**src/rtl/sdr_rd_pkg.sv**
```systemverilog
package sdr_rd_pkg;

  // Legal latency values and their codes
  localparam int unsigned CAS_MIN = 2;
  localparam int unsigned CAS_MAX = 3;
  localparam logic [2:0] CAS_CODE_2 = 3'b010;
  localparam logic [2:0] CAS_CODE_3 = 3'b011;

  // Strobes from the control to the datapath
  typedef struct packed {
    logic fire;  // drive one word this edge
    logic kill;  // blank the bus this edge
    logic wrEn;  // masked array write this edge
  } rdStrobe_t;

endpackage

```
**src/rtl/sdr_rd_ctrl.sv**
```systemverilog
module sdr_rd_ctrl
  import sdr_rd_pkg::*;
#(
  parameter int COL_W     = 4,
  parameter int BURST_LEN = 4
) (
  input  logic             clk,
  input  logic             rstN,
  input  logic             cmdValid,
  input  logic             cmdWrite,
  input  logic [COL_W-1:0] cmdCol,
  input  logic [2:0]       casCode,
  output rdStrobe_t        strb,
  output logic [COL_W-1:0] rdCol
);

  localparam int BW      = $clog2(BURST_LEN);
  localparam int SLOTS   = CAS_MAX - 1;
  localparam int SLOT_IW = (SLOTS > 1) ? $clog2(SLOTS) : 1;
  localparam logic [BW-1:0] LAST_BEAT = BW'(BURST_LEN - 1);

  logic rdReq, wrReq;
  assign rdReq = cmdValid & ~cmdWrite;
  assign wrReq = cmdValid &  cmdWrite;

  // Latency selection: a legal code applies at the same edge, a reserved one holds
  logic latIs3, effLat3, codeLegal;
  assign codeLegal = (casCode == CAS_CODE_2) || (casCode == CAS_CODE_3);
  assign effLat3   = codeLegal ? (casCode == CAS_CODE_3) : latIs3;

  always_ff @(posedge clk) begin
    if (!rstN)          latIs3 <= 1'b0;
    else if (codeLegal) latIs3 <= (casCode == CAS_CODE_3);
  end

  // Command delay line: slot i launches after i more edges
  logic [SLOTS-1:0]            slotV, nxtV;
  logic [SLOTS-1:0][COL_W-1:0] slotCol, nxtCol;
  logic [SLOT_IW-1:0]          insIdx;

  assign insIdx = effLat3 ? SLOT_IW'(CAS_MAX - CAS_MIN) : SLOT_IW'(0);

  always_comb begin
    nxtV   = {1'b0, slotV[SLOTS-1:1]};
    nxtCol = {{COL_W{1'b0}}, slotCol[SLOTS-1:1]};
    if (wrReq) begin
      nxtV = '0;
    end else if (rdReq) begin
      nxtV[insIdx]   = 1'b1;   // the newer READ wins a shared slot
      nxtCol[insIdx] = cmdCol;
    end
  end

  always_ff @(posedge clk) begin
    if (!rstN) begin
      slotV   <= '0;
      slotCol <= '0;
    end else begin
      slotV   <= nxtV;
      slotCol <= nxtCol;
    end
  end

  // Burst sequencer
  logic             launch, active;
  logic [COL_W-1:0] baseCol, seqCol;
  logic [BW-1:0]    beat;

  assign launch = slotV[0] & ~wrReq;
  assign seqCol = {baseCol[COL_W-1:BW], baseCol[BW-1:0] + beat};

  always_ff @(posedge clk) begin
    if (!rstN) begin
      active  <= 1'b0;
      baseCol <= '0;
      beat    <= '0;
    end else if (wrReq) begin
      active <= 1'b0;
    end else if (launch) begin
      active  <= 1'b1;
      baseCol <= slotCol[0];
      beat    <= BW'(1);
    end else if (active) begin
      beat <= beat + BW'(1);
      if (beat == LAST_BEAT) active <= 1'b0;
    end
  end

  assign rdCol     = launch ? slotCol[0] : seqCol;
  assign strb.fire = launch | (active & ~wrReq);
  assign strb.kill = wrReq;
  assign strb.wrEn = wrReq;

endmodule

```
**src/rtl/sdr_rd_data.sv**
```systemverilog
module sdr_rd_data
  import sdr_rd_pkg::*;
#(
  parameter int COL_W = 4,
  parameter int LANES = 2
) (
  input  logic               clk,
  input  logic               rstN,
  input  rdStrobe_t          strb,
  input  logic [COL_W-1:0]   rdCol,
  input  logic [COL_W-1:0]   wrCol,
  input  logic [LANES*8-1:0] wrData,
  input  logic [LANES-1:0]   dqm,
  output logic [LANES*8-1:0] dqOut,
  output logic [LANES-1:0]   dqOe
);

  localparam int DEPTH = 1 << COL_W;

  logic [7:0]       mem [DEPTH][LANES];
  logic [LANES-1:0] mskD1;

  // Array: computed reset image, masked single-word writes
  always_ff @(posedge clk) begin
    if (!rstN) begin
      for (int c = 0; c < DEPTH; c++)
        for (int l = 0; l < LANES; l++)
          mem[c][l] <= 8'(l * 16 + c);
    end else if (strb.wrEn) begin
      for (int l = 0; l < LANES; l++)
        if (!dqm[l]) mem[wrCol][l] <= wrData[l*8 +: 8];
    end
  end

  // First stage of the mask pipeline; the lane output register is the second
  always_ff @(posedge clk) begin
    if (!rstN) mskD1 <= '0;
    else       mskD1 <= dqm;
  end

  for (genvar l = 0; l < LANES; l++) begin : g_lane
    logic [7:0] laneQ;
    logic       laneOe;
    always_ff @(posedge clk) begin
      if (!rstN || strb.kill || !strb.fire) begin
        laneQ  <= '0;
        laneOe <= 1'b0;
      end else if (mskD1[l]) begin
        laneQ  <= '0;
        laneOe <= 1'b0;
      end else begin
        laneQ  <= mem[rdCol][l];
        laneOe <= 1'b1;
      end
    end
    assign dqOut[l*8 +: 8] = laneQ;
    assign dqOe[l]         = laneOe;
  end

endmodule

```
**src/rtl/sdr_cas_read_path.sv**
```systemverilog
module sdr_cas_read_path
  import sdr_rd_pkg::*;
#(
  parameter int COL_W     = 4,
  parameter int LANES     = 2,
  parameter int BURST_LEN = 4
) (
  input  logic               clk,
  input  logic               rstN,
  input  logic               cmdValid,
  input  logic               cmdWrite,
  input  logic [COL_W-1:0]   cmdCol,
  input  logic [2:0]         casCode,
  input  logic [LANES-1:0]   dqm,
  input  logic [LANES*8-1:0] wrData,
  output logic [LANES*8-1:0] dqOut,
  output logic [LANES-1:0]   dqOe
);

  rdStrobe_t        strb;
  logic [COL_W-1:0] rdCol;

  sdr_rd_ctrl #(.COL_W(COL_W), .BURST_LEN(BURST_LEN)) u_ctrl (
    .clk(clk), .rstN(rstN), .cmdValid(cmdValid), .cmdWrite(cmdWrite),
    .cmdCol(cmdCol), .casCode(casCode), .strb(strb), .rdCol(rdCol)
  );

  sdr_rd_data #(.COL_W(COL_W), .LANES(LANES)) u_data (
    .clk(clk), .rstN(rstN), .strb(strb), .rdCol(rdCol), .wrCol(cmdCol),
    .wrData(wrData), .dqm(dqm), .dqOut(dqOut), .dqOe(dqOe)
  );

endmodule

```
**config.mk**
```make
export PLATFORM = sky130hd
export DESIGN_NAME = sdr_cas_read_path
export DESIGN_NICKNAME = d
export VERILOG_FILES = /design/src/rtl/sdr_rd_pkg.sv /design/src/rtl/sdr_rd_ctrl.sv /design/src/rtl/sdr_rd_data.sv /design/src/rtl/sdr_cas_read_path.sv
export SDC_FILE = /design/constraint.sdc
export NUM_CORES = 1
export LEC_CHECK = 0
export ABC_AREA = 1
export BUFFER_PORTS_ARGS = -buffer_cell sky130_fd_sc_hd__buf_2
export CAP_MARGIN = 10
export CORE_MARGIN = 2
export CORE_UTILIZATION = 50
export DETAILED_ROUTE_END_ITERATION = 8
export GPL_ROUTABILITY_DRIVEN = 0
export PLACE_DENSITY_LB_ADDON = 0.25
export SYNTH_ARGS = -nofsm -noshare
export SYNTH_HDL_FRONTEND = slang
export SYNTH_HIERARCHICAL = 1
export SYNTH_SLANG_ARGS = --single-unit
```
**constraint.sdc**
```tcl
create_clock -name clk -period 1.9 [get_ports clk]
set_input_delay 0.19 -clock clk [delete_from_list [all_inputs] [get_ports clk]]
set_output_delay 0.19 -clock clk [all_outputs]
set_load 0.005 [all_outputs]
```
==> results.toml <==
[drt]
totalWireLength_um = 37300
dr.pass1.iters = 6
drt_iter0_drc = 953
avgRoutedWirePerCell_um = 16.6
vias = 11400
postRouteAntennaNets = 0
viasPerCell = 5.05
drc = 0

[finish]
fillers = 2284
drive_gt1_share_pct = 19.2
final_cell_mix = "nand2_1, inv_1, edfxtp_1, nor2_1, nand3_1"
fin_util_pct = 63.0
antenna_cells = 0
layout_commonest_cell = "nand2_1"
num-nets-final = 1879
syn_to_final_growth_pct = 23.8
fin_cells = 2250
postLayoutCellArea_mm2 = 0.0176

[sta]
fin_crit_sh_pct = 96.4
hold_ws_ns = 0.0238
maxSlewViolCount = 0
hold_viol = 0
min_period_ns = 1.83
worst_slew_pin_slew_ns = 0.813
rsz0062_at_grt = "true"
skew_ns = 0.00757
setup_violations = 0
slew-limit-headroom_pct = 45.8
tns_ns = 0
fmax_mhz = 546

[yosys]
seq_area_frac_synth_pct = 59.6
synth_top_area_cell = "edfxtp_1"
syn_area_mm2 = 0.0142
synth_top_family_by_area = "simple AND/OR/NAND/NOR gates"
synth_area_leaders = "edfxtp_1, nand2_1, inv_1"
synth_top_area_share_pct = 54.2
synth_cell_types = 30
syn-instance-count = 1661
synth_fa_ha_area_share_pct = 0.176
synth-simple-area-share_pct = 27.8
syn-num-nets = 1692
synth-seq-cells = 294
ys_warn_count = 6
synth_compound_area_share_pct = 0.909
syn_area_per_cell_um2 = 8.54
synth_xor_area_share_pct = 0.124
muxShareOfSynthArea_pct = 0

[global_routing]
grt_overflow = 0
grt_pass1_wl_um = 57300
antenna_found_initial = 0
grt_pass1_vias = 10800
grt_max_degree = 43
grt_util_all_layers_pct = 25.3

[place]
numPortBuffers = 46
place_area_mm2 = 0.0160
dpl.cell_count = 2174
dp_hpwl_um = 24400

[critical_path]
cp-end-kind = "register"
critPathRequiredTime_ns = 2.35
cp_data_arrival_time_ns = 2.28
cp_max_fo = 7
crit_type = "register to register"
critPathLaunchType = "register"

[outcome]
status = "completed"

[hold_path]
hold_path_class = "input port to register"

[die]
rows = 61
core_area_mm2 = 0.0279
die_x_um = 172
io_pins = 47
die_h_um = 172
die_area_mm2 = 0.0297
start_util_pct = 50.9

[clock_tree]
clk_latency_ns = 0.55
clk_pin_slew_ns = 0.06
clock-sinks = 294
cts_max_path_buffers = 3
cts_tree = "built"
cts_max_level = 1
cts-root-buf = "clkbuf_16"
cts_buffers = 31

[pwr]
ir_worst_vdd_mv = 0.654
leakagePower_nw = 8.07
p_per_area_mw_per_mm2 = 869

[run]
drv_cap = 0
==> layout make-up <==
type                       instances  area (um2)  area share [%]
clock buffer                      37         798            4.55
clock inverter                    20         199            1.13
inverter                         331        1260            7.21
multi-input combinational        958        4320            24.6
sequential                       294        8450            48.2
tap                              378         473            2.69
timing repair buffer             232        2040            11.6
==> repair_timing <==
action	CTS	global route
resized for setup	19	51
hold buffers	7	0
gates cloned	4	3
endpoints found under the setup margin	16	16
setup buffers	3	3
pin swaps	5	21
endpoints found under the hold margin	7	0
==> layer usage <==
| layer | up-vias | GRT usage (%) | part of all wire, % |
|---|---|---|---|
| met3 | 80 | 3.57 | 8.1 |
| met5 | - | 0 | 0 |
| li1 | 5484 | - | - |
| met1 | 5308 | 33.8 | 41 |
| met4 | 0 | 7.38 | 2.7 |
| met2 | 481 | 43.0 | 48 |
==> worst max-delay path, cell delays in order, from the launching register on <==
cell	delay (ns)
dfxtp_2	0.34
ha_4	0.16
xor2_1	0.13
nand2_1	0.07
nand3_2	0.08
nand2_4	0.15
inv_8	0.07
buf_12	0.15
buf_4	0.15
nand3_1	0.09
nand3_1	0.10
a21oi_2	0.15
nor2_1	0.07
==> where the power goes <==
group	total (W)	internal, W	switching [W]
combinational	0.00188	0.000701	0.00118
sequential	0.00741	0.00731	0.0000955
clock	0.00596	0.00352	0.00244
total	0.0152	0.0115	0.00371
==> metrics by stage <==
| step | total power, W | worst slack (ns) |
|---|---|---|
| global placement | 0.00916 | -0.105 |
| finish | 0.0152 | 0.0691 |
| global route | 0.0157 | -0.0211 |
| floorplan | 0.00850 | 0.190 |
| detailed placement | 0.00919 | -0.139 |
| CTS | 0.0152 | -0.00606 |
==> Yosys cell counts <==
| master | count |
|---|---|
| nand2_1 | 479 |
| inv_1 | 320 |
| edfxtp_1 | 256 |
| nor2_1 | 237 |
| nand3_1 | 179 |
| dfxtp_1 | 38 |
| buf_2 | 34 |
| clkbuf_1 | 30 |
| a21oi_1 | 21 |
| nor2_4 | 14 |
| inv_2 | 10 |
| buf_1 | 6 |
| buf_4 | 5 |
| nand4_1 | 5 |
| nor2_2 | 5 |
| nand2_2 | 3 |
| ha_1 | 2 |
| nand3_2 | 2 |
| nor3_4 | 2 |
| nor4_4 | 2 |
| o21ai_0 | 2 |
| buf_12 | 1 |
| buf_6 | 1 |
| clkbuf_2 | 1 |
| inv_4 | 1 |
| nand3_4 | 1 |
| o21ai_1 | 1 |
| o21ai_2 | 1 |
| xnor2_1 | 1 |
| xor2_1 | 1 |
==> state kept, by name, summed over array words and instances (netlist names) <==
signal,count
u_ctrl/beat,2
u_ctrl/slotV,2
u_ctrl/active,1
u_data/g_lane.laneOe,2
u_ctrl/slotCol,8
u_ctrl/latIs3,1
u_ctrl/baseCol,4
u_data/mskD1,2
u_data/g_lane.laneQ,16
u_data/mem,256
==> kinds of logic (layout without fill, tap and decap cells) <==
kind of cell	after synthesis	after routing
compound gates	25	25
xor+xnor	2	2
fa+ha+maj	2	2
buf+inv	409	620
flops	294	294
simple gates	929	929
==> worst paths after layout <==
| check | slack (ns) | end | cells after the start | start |
|---|---|---|---|---|
| setup reg to reg | 0.07 | u_data/g_lane[0].laneQ[4]$_SDFF_PP0_ | 12 | u_ctrl/baseCol[0]$_SDFFE_PN0P_ |
| setup / recovery | 0.07 | u_data/g_lane[0].laneQ[4]$_SDFF_PP0_ | 12 | u_ctrl/baseCol[0]$_SDFFE_PN0P_ |
| hold reg to reg | 0.42 | u_ctrl/slotV[0]$_SDFF_PP0_ | 2 | u_ctrl/slotV[1]$_SDFF_PP0_ |
| hold / removal | 0.02 | u_ctrl/slotV[0]$_SDFF_PP0_ | 4 | cmdWrite |
No activity file was read; power rests on OpenSTA's default activity.
